**config.mk**
```make
export PLATFORM = sky130hd
export DESIGN_NAME = paged_mem_mapper
export DESIGN_NICKNAME = d
export VERILOG_FILES = /design/src/rtl/paged_mem_mapper.sv
export SDC_FILE = /design/constraint.sdc
export NUM_CORES = 1
export LEC_CHECK = 0
export BUFFER_PORTS_ARGS = -buffer_cell sky130_fd_sc_hd__buf_2
export CAP_MARGIN = 0
export CORE_ASPECT_RATIO = 2
export CORE_UTILIZATION = 50
export CTS_CLUSTER_SIZE = 8
export DETAILED_ROUTE_END_ITERATION = 7
export HOLD_SLACK_MARGIN = 0.06
export PLACE_DENSITY = 0.8
export SLEW_MARGIN = 20
export SYNTH_ARGS = -nofsm -noshare
export SYNTH_HDL_FRONTEND = slang
export SYNTH_SLANG_ARGS = --single-unit
```
**constraint.sdc**
```tcl
create_clock -name clk -period 5.91 [get_ports clk]
set_input_delay 0.591 -clock clk [delete_from_list [all_inputs] [get_ports clk]]
set_output_delay 0.591 -clock clk [all_outputs]
set_load 0.02 [all_outputs]
```
**src/rtl/paged_mem_mapper.sv**
```systemverilog
module paged_mem_mapper #(
  parameter int AW = 16,
  parameter int OW = 13,
  parameter int PW = 8,
  parameter int DW = 8,
  parameter int IOW = 12,
  parameter int NFLAG = 11,
  parameter logic [IOW-1:0] FLAG_BASE = 12'h775,
  parameter logic [PW-1:0] MAP_BASE = 8'hF0,
  parameter logic [PW-1:0] CART_PAGE = 8'h36,
  parameter logic [AW-1:0] NATIVE_WIN = 16'hF110,
  parameter logic [AW-1:0] COMPAT_WIN = 16'h8000,
  parameter int CART_SLOT = 3
) (
  input  logic          clk,
  input  logic          rst_n,
  input  logic [AW-1:0] cpu_addr,
  input  logic          cpu_rd,
  input  logic          cpu_wr,
  input  logic [DW-1:0] cpu_wdata,
  input  logic          io_wr,
  input  logic [IOW-1:0] io_addr,
  input  logic          io_bit,
  output logic [PW-1:0] phys_page,
  output logic [OW-1:0] page_off,
  output logic [2:0]    region,
  output logic          mem_rd,
  output logic          mem_wr,
  output logic          reg_hit,
  output logic [DW-1:0] reg_rdata
);
  localparam int SW = AW - OW;
  localparam int NREG = 1 << SW;
  localparam int F_NATIVE = 5;
  localparam int F_MAP = 6;
  localparam int F_CART = 7;
  localparam int F_WLO = 8;
  localparam int F_WHI = 9;
  localparam logic [NFLAG-1:0] RST_FLAGS = NFLAG'(1) << F_MAP;
  localparam logic [2:0] RG_DRAM = 3'd0, RG_ROM = 3'd1, RG_SRAM = 3'd2,
                         RG_DSR = 3'd3, RG_SPEECH = 3'd4, RG_WIN = 3'd5;
  localparam logic [PW-1:0] ROM_LO = 8'hF0, ROM_HI = 8'hF1;
  localparam logic [PW-1:0] SRAM_LO = 8'hE8, SRAM_HI = 8'hEF;
  localparam logic [PW-1:0] DSR_PG = 8'hBA, SPEECH_PG = 8'hBC;

  logic [NFLAG-1:0] flags;
  logic [DW-1:0]    page_reg [NREG];
  logic             bank;

  logic [SW-1:0]  cpu_pg;
  logic [AW-1:0]  win_base;
  logic [SW-1:0]  reg_idx;
  logic           cart_slot, bank_sel, wr_ok, io_in_rng;
  logic [IOW-1:0] io_idx;
  logic [2:0]     pg_class;

  assign cpu_pg   = cpu_addr[AW-1:OW];
  assign page_off = cpu_addr[OW-1:0];
  assign reg_idx  = cpu_addr[SW-1:0];
  assign win_base = flags[F_NATIVE] ? NATIVE_WIN : COMPAT_WIN;
  assign reg_hit  = cpu_addr[AW-1:SW] == win_base[AW-1:SW];
  assign reg_rdata = reg_hit ? page_reg[reg_idx] : '0;

  assign cart_slot = !flags[F_MAP] && !flags[F_NATIVE] && (cpu_pg == SW'(CART_SLOT));
  assign bank_sel  = cart_slot && !flags[F_CART] && cpu_wr && !reg_hit;
  assign wr_ok     = !cart_slot ||
                     (flags[F_CART] && (cpu_addr[OW-1] ? flags[F_WHI] : flags[F_WLO]));

  always_comb begin
    if (flags[F_MAP])
      phys_page = MAP_BASE + PW'(cpu_pg);
    else if (!cart_slot)
      phys_page = page_reg[cpu_pg];
    else if (cpu_wr || flags[F_CART] || !bank)
      phys_page = CART_PAGE;
    else
      phys_page = CART_PAGE + PW'(1);
  end

  always_comb begin
    if (phys_page >= ROM_LO && phys_page <= ROM_HI)        pg_class = RG_ROM;
    else if (phys_page >= SRAM_LO && phys_page <= SRAM_HI) pg_class = RG_SRAM;
    else if (phys_page == DSR_PG)                          pg_class = RG_DSR;
    else if (phys_page == SPEECH_PG)                       pg_class = RG_SPEECH;
    else                                                   pg_class = RG_DRAM;
  end

  assign region = reg_hit ? RG_WIN : pg_class;
  assign mem_rd = cpu_rd && !reg_hit;
  assign mem_wr = cpu_wr && !reg_hit && (pg_class != RG_ROM) && wr_ok;

  assign io_idx    = io_addr - FLAG_BASE;
  assign io_in_rng = (io_addr >= FLAG_BASE) && (io_addr < FLAG_BASE + IOW'(NFLAG));

  always_ff @(posedge clk or negedge rst_n) begin
    if (!rst_n) begin
      flags <= RST_FLAGS;
      bank  <= 1'b0;
      for (int k = 0; k < NREG; k++) page_reg[k] <= '0;
    end else begin
      if (io_wr && io_in_rng)
        for (int k = 0; k < NFLAG; k++)
          if (io_idx == IOW'(k)) flags[k] <= io_bit;
      if (cpu_wr && reg_hit) page_reg[reg_idx] <= cpu_wdata;
      if (bank_sel) bank <= cpu_addr[1];
    end
  end

  p_rom_nowrite_r7: assert property (@(posedge clk) disable iff (!rst_n)
    (region == RG_ROM) |-> !mem_wr);

  p_window_nomem_r9: assert property (@(posedge clk) disable iff (!rst_n)
    reg_hit |-> (!mem_rd && !mem_wr));

  p_bank_load_r5: assert property (@(posedge clk) disable iff (!rst_n)
    bank_sel |=> (bank == $past(cpu_addr[1])));

  p_reg_store_r8: assert property (@(posedge clk) disable iff (!rst_n)
    (cpu_wr && reg_hit) |=> (page_reg[$past(reg_idx)] == $past(cpu_wdata)));

  p_cart_protect_r6: assert property (@(posedge clk) disable iff (!rst_n)
    (cart_slot && flags[F_CART] && cpu_wr && !reg_hit &&
     !(cpu_addr[OW-1] ? flags[F_WHI] : flags[F_WLO])) |-> !mem_wr);

  p_flag_load_r10: assert property (@(posedge clk) disable iff (!rst_n)
    (io_wr && io_in_rng && io_idx == IOW'(F_MAP)) |=> (flags[F_MAP] == $past(io_bit)));
endmodule

```
==> reports/metrics.yaml <==
power:
  power.switching_uw: 282
  comb_power_share_pct: 9.8
  leakagePower_nw: 2.40
  ir_drop_mv: 0.144
  power.share.switching_pct: 25.7
  powerDensity_nw_per_um2: 224
  p_int_uw: 815
  p_clk_share_pct: 46.2
  p_total_mw: 1.10
  p_seq_share_pct: 43.9
cts:
  cts_tree: "done"
  cts_setup_buffers: 0
  numCtsBuffers: 9
  clock_latency_ps: 340
  ctsResizeCount: 0
  root_buffer: "clkbuf_16"
  cts.hold.buffers_added: 0
  clock-sinks: 70
  clk_path_buf_depth: 2
  htreeDepth: 3
  clk_pin_slew_ps: 60
routing:
  wl_per_cell_um: 21.1
  ant_nets: 0
  firstDrtPassIters: 4
  vias: 3134
  drtIter0Drc: 237
  wirelength_mm: 10.6
  drc: 0
  avgViaCountPerCell: 6.21
cells_and_area:
  fill_cells: 668
  largest_reg_flops: 64
  layout_commonest_cell: "buf_2"
  regArea_um2: 1750
  fin_nets: 444
  final_cell_mix: "buf_2, dfrtp_1, mux2_2, nand2_1, mux4_2"
  multi_input_area_um2: 2320
  diodes: 0
  syn_to_final_growth_pct: 13.6
  drive_above_1_share_pct: 48.6
synthesis:
  ys_seq_area_share_pct: 40.6
  synth_top_family_by_area: "multiplexers"
  synth.distinct_cells: 51
  synth_mux_area_share_pct: 35.2
  avgSynthCellArea_um2: 12.5
  synth_compound_area_share_pct: 5.22
  synth_xor_xnor_area_share_pct: 0.203
  synth_fa_ha_area_share_pct: 0
  yosysWarnings: 0
  synth-simple-area-share_pct: 13.2
  synth_area_um2: 4310
  ys_seq_elements: 70
  netlist_instances: 346
  syn_nets: 388
setup_path:
  critPathCaptureType: "primary output"
  cp_cell_sequence: "buf_2 -> nand4_1 -> o21ai_1 -> nand3_2 -> a2111oi_0 -> buf_2"
  rrSetupSlack_ps: 2920
  path_max_fanout: 27
  critPathKind: "primary input to primary output"
  slowest_stage: "a2111oi_0"
  critPathTopFamily: "compound AO/OA/AOI/OAI gates"
  r2r_end: "page_reg[60]"
  worst_path_most_repeated_cell: "buf_2"
  cp.arrival_ps: 2850
  r2r-start: "flags[5]"
  reg2regPathDepth: 6
  path_buf_inv: 2
  critical_path.max_stage_delay_ps: 600
  start_kind: "primary input"
  cp.required_ps: 5320
global_route:
  antenna_found_initial: 0
  grt_pass1_vias: 3157
  grt_usage_pct: 26.2
  grt_pass1_wl_mm: 16.8
  grt-ovfl-total: 0
  grt_start_max_net_pins: 71
sta:
  report.final.setup_viol: 0
  finalSetupTns_ps: 0
  finalHoldViolations: 0
  timing.hold.ws_ps: 444
  fin_worst_skew_ps: 5.92
  clock.fmax_mhz: 291
  slew_viol_final: 0
  relSlewSlack_pct: 41.2
  tightest_slew_ps: 882
  period_needed_ps: 3440
  rsz0062_at_grt: "false"
  period_share_pct: 58.2
job:
  drv_cap: 0
floorplanning:
  die_y_um: 133
  fp.coreArea_um2: 8290
  rows: 47
  die_x_um: 67.7
  initial_utilization_pct: 52.0
  ios: 77
  dieArea_um2: 9030
place:
  gp_congestion: 0.820
  hpwl_mm: 7.60
  port_buffers: 76
status:
  status: "finished, final reports clean"
hold_path:
  hold_class: "primary input to async pin"
[Yosys cell counts, drive strengths merged]
master,instances,area [um2]
clkinv,1,3.75
a22oi,1,7.51
a221oi,1,8.76
nor2,17,63.8
nor3,10,72.6
nand2,22,82.6
a2111oi,1,8.76
or2,1,6.26
nor2b,5,31.3
mux2,75,905
a31oi,2,12.5
nand4b,1,8.76
clkbuf,6,22.5
and2,5,31.3
xnor2,1,8.76
nor3b,2,15.0
nand3,6,35.0
dfrtp,69,1730
nor4,8,116
o31ai,1,7.51
or4,2,15.0
and4,2,17.5
o41ai,1,8.76
nand2b,4,25.0
mux2i,11,110
buf,26,186
nand4,4,25.0
mux4,22,503
a21oi,8,40.0
o21ai,8,40.0
o22ai,4,25.0
o21a,2,15.0
dfstp,1,26.3
nand4bb,1,11.3
or3,1,6.26
o211a,1,10.0
a221o,1,10.0
nand3b,1,7.51
a32oi,1,8.76
inv,7,26.3
a211oi,3,22.5
[power by group through the flow]
stage / Clock, mW / Combinational, mW / Sequential (mW)
finish: 0.507 / 0.108 / 0.482
global route: 0.535 / 0.119 / 0.482
CTS: 0.515 / 0.109 / 0.482
detailed placement: 0 / 0.108 / 0.491
global placement: 0 / 0.106 / 0.491
floorplan: 0 / 0.0682 / 0.491
[layout make-up]
| type | count | area share [%] |
|---|---|---|
| multi-input combinational | 236 | 47.4 |
| sequential | 70 | 35.8 |
| timing repair buffer | 77 | 7.91 |
| clock buffer | 10 | 4.88 |
| tap | 98 | 2.50 |
| clock inverter | 6 | 0.945 |
| inverter | 8 | 0.613 |
[routing by layer]
layer  part of all wire [%]  wire, um  global-route usage [%]
met2                     54      5790                    44.2
met1                     35      3750                    28.8
met3                    5.7       610                    5.65
met5                      0         0                       0
met4                    4.6       486                    15.7
[worst max-delay path by stage]
stage,start,end,slack (ps),cells after the start
4_1_cts,cpu_addr[13],reg_rdata[5],2470,6
2_1_floorplan,cpu_addr[1],reg_rdata[5],2630,5
5_1_grt,cpu_addr[13],reg_rdata[5],2260,6
3_3_place_gp,cpu_addr[1],reg_rdata[5],2460,6
6_report,cpu_addr[13],reg_rdata[5],2470,6
3_5_place_dp,cpu_addr[13],page_reg[60],2420,6
[kinds of logic (layout without fill, tap and decap cells)]
group	Yosys count	in the layout
AND/OR/NAND/NOR	92	92
buffers and inverters	40	101
multiplexers	108	108
AO/OA/AOI/OAI	35	35
XOR/XNOR	1	1
flip-flops	70	70
[stage by stage]
stage                     setup slack (ps)  area (um2)  utilization [%]  std cells
final                                 2470        4900             59.1        505
after floorplan                       2630        4310                -        346
after detailed placement              2420        4620             55.7        489
after CTS                             2470        4900             59.1        505
after global routing                  2260        4900             59.1        505
after global placement                2460        4620             55.7        489
Power figures use the tool's default switching activity.
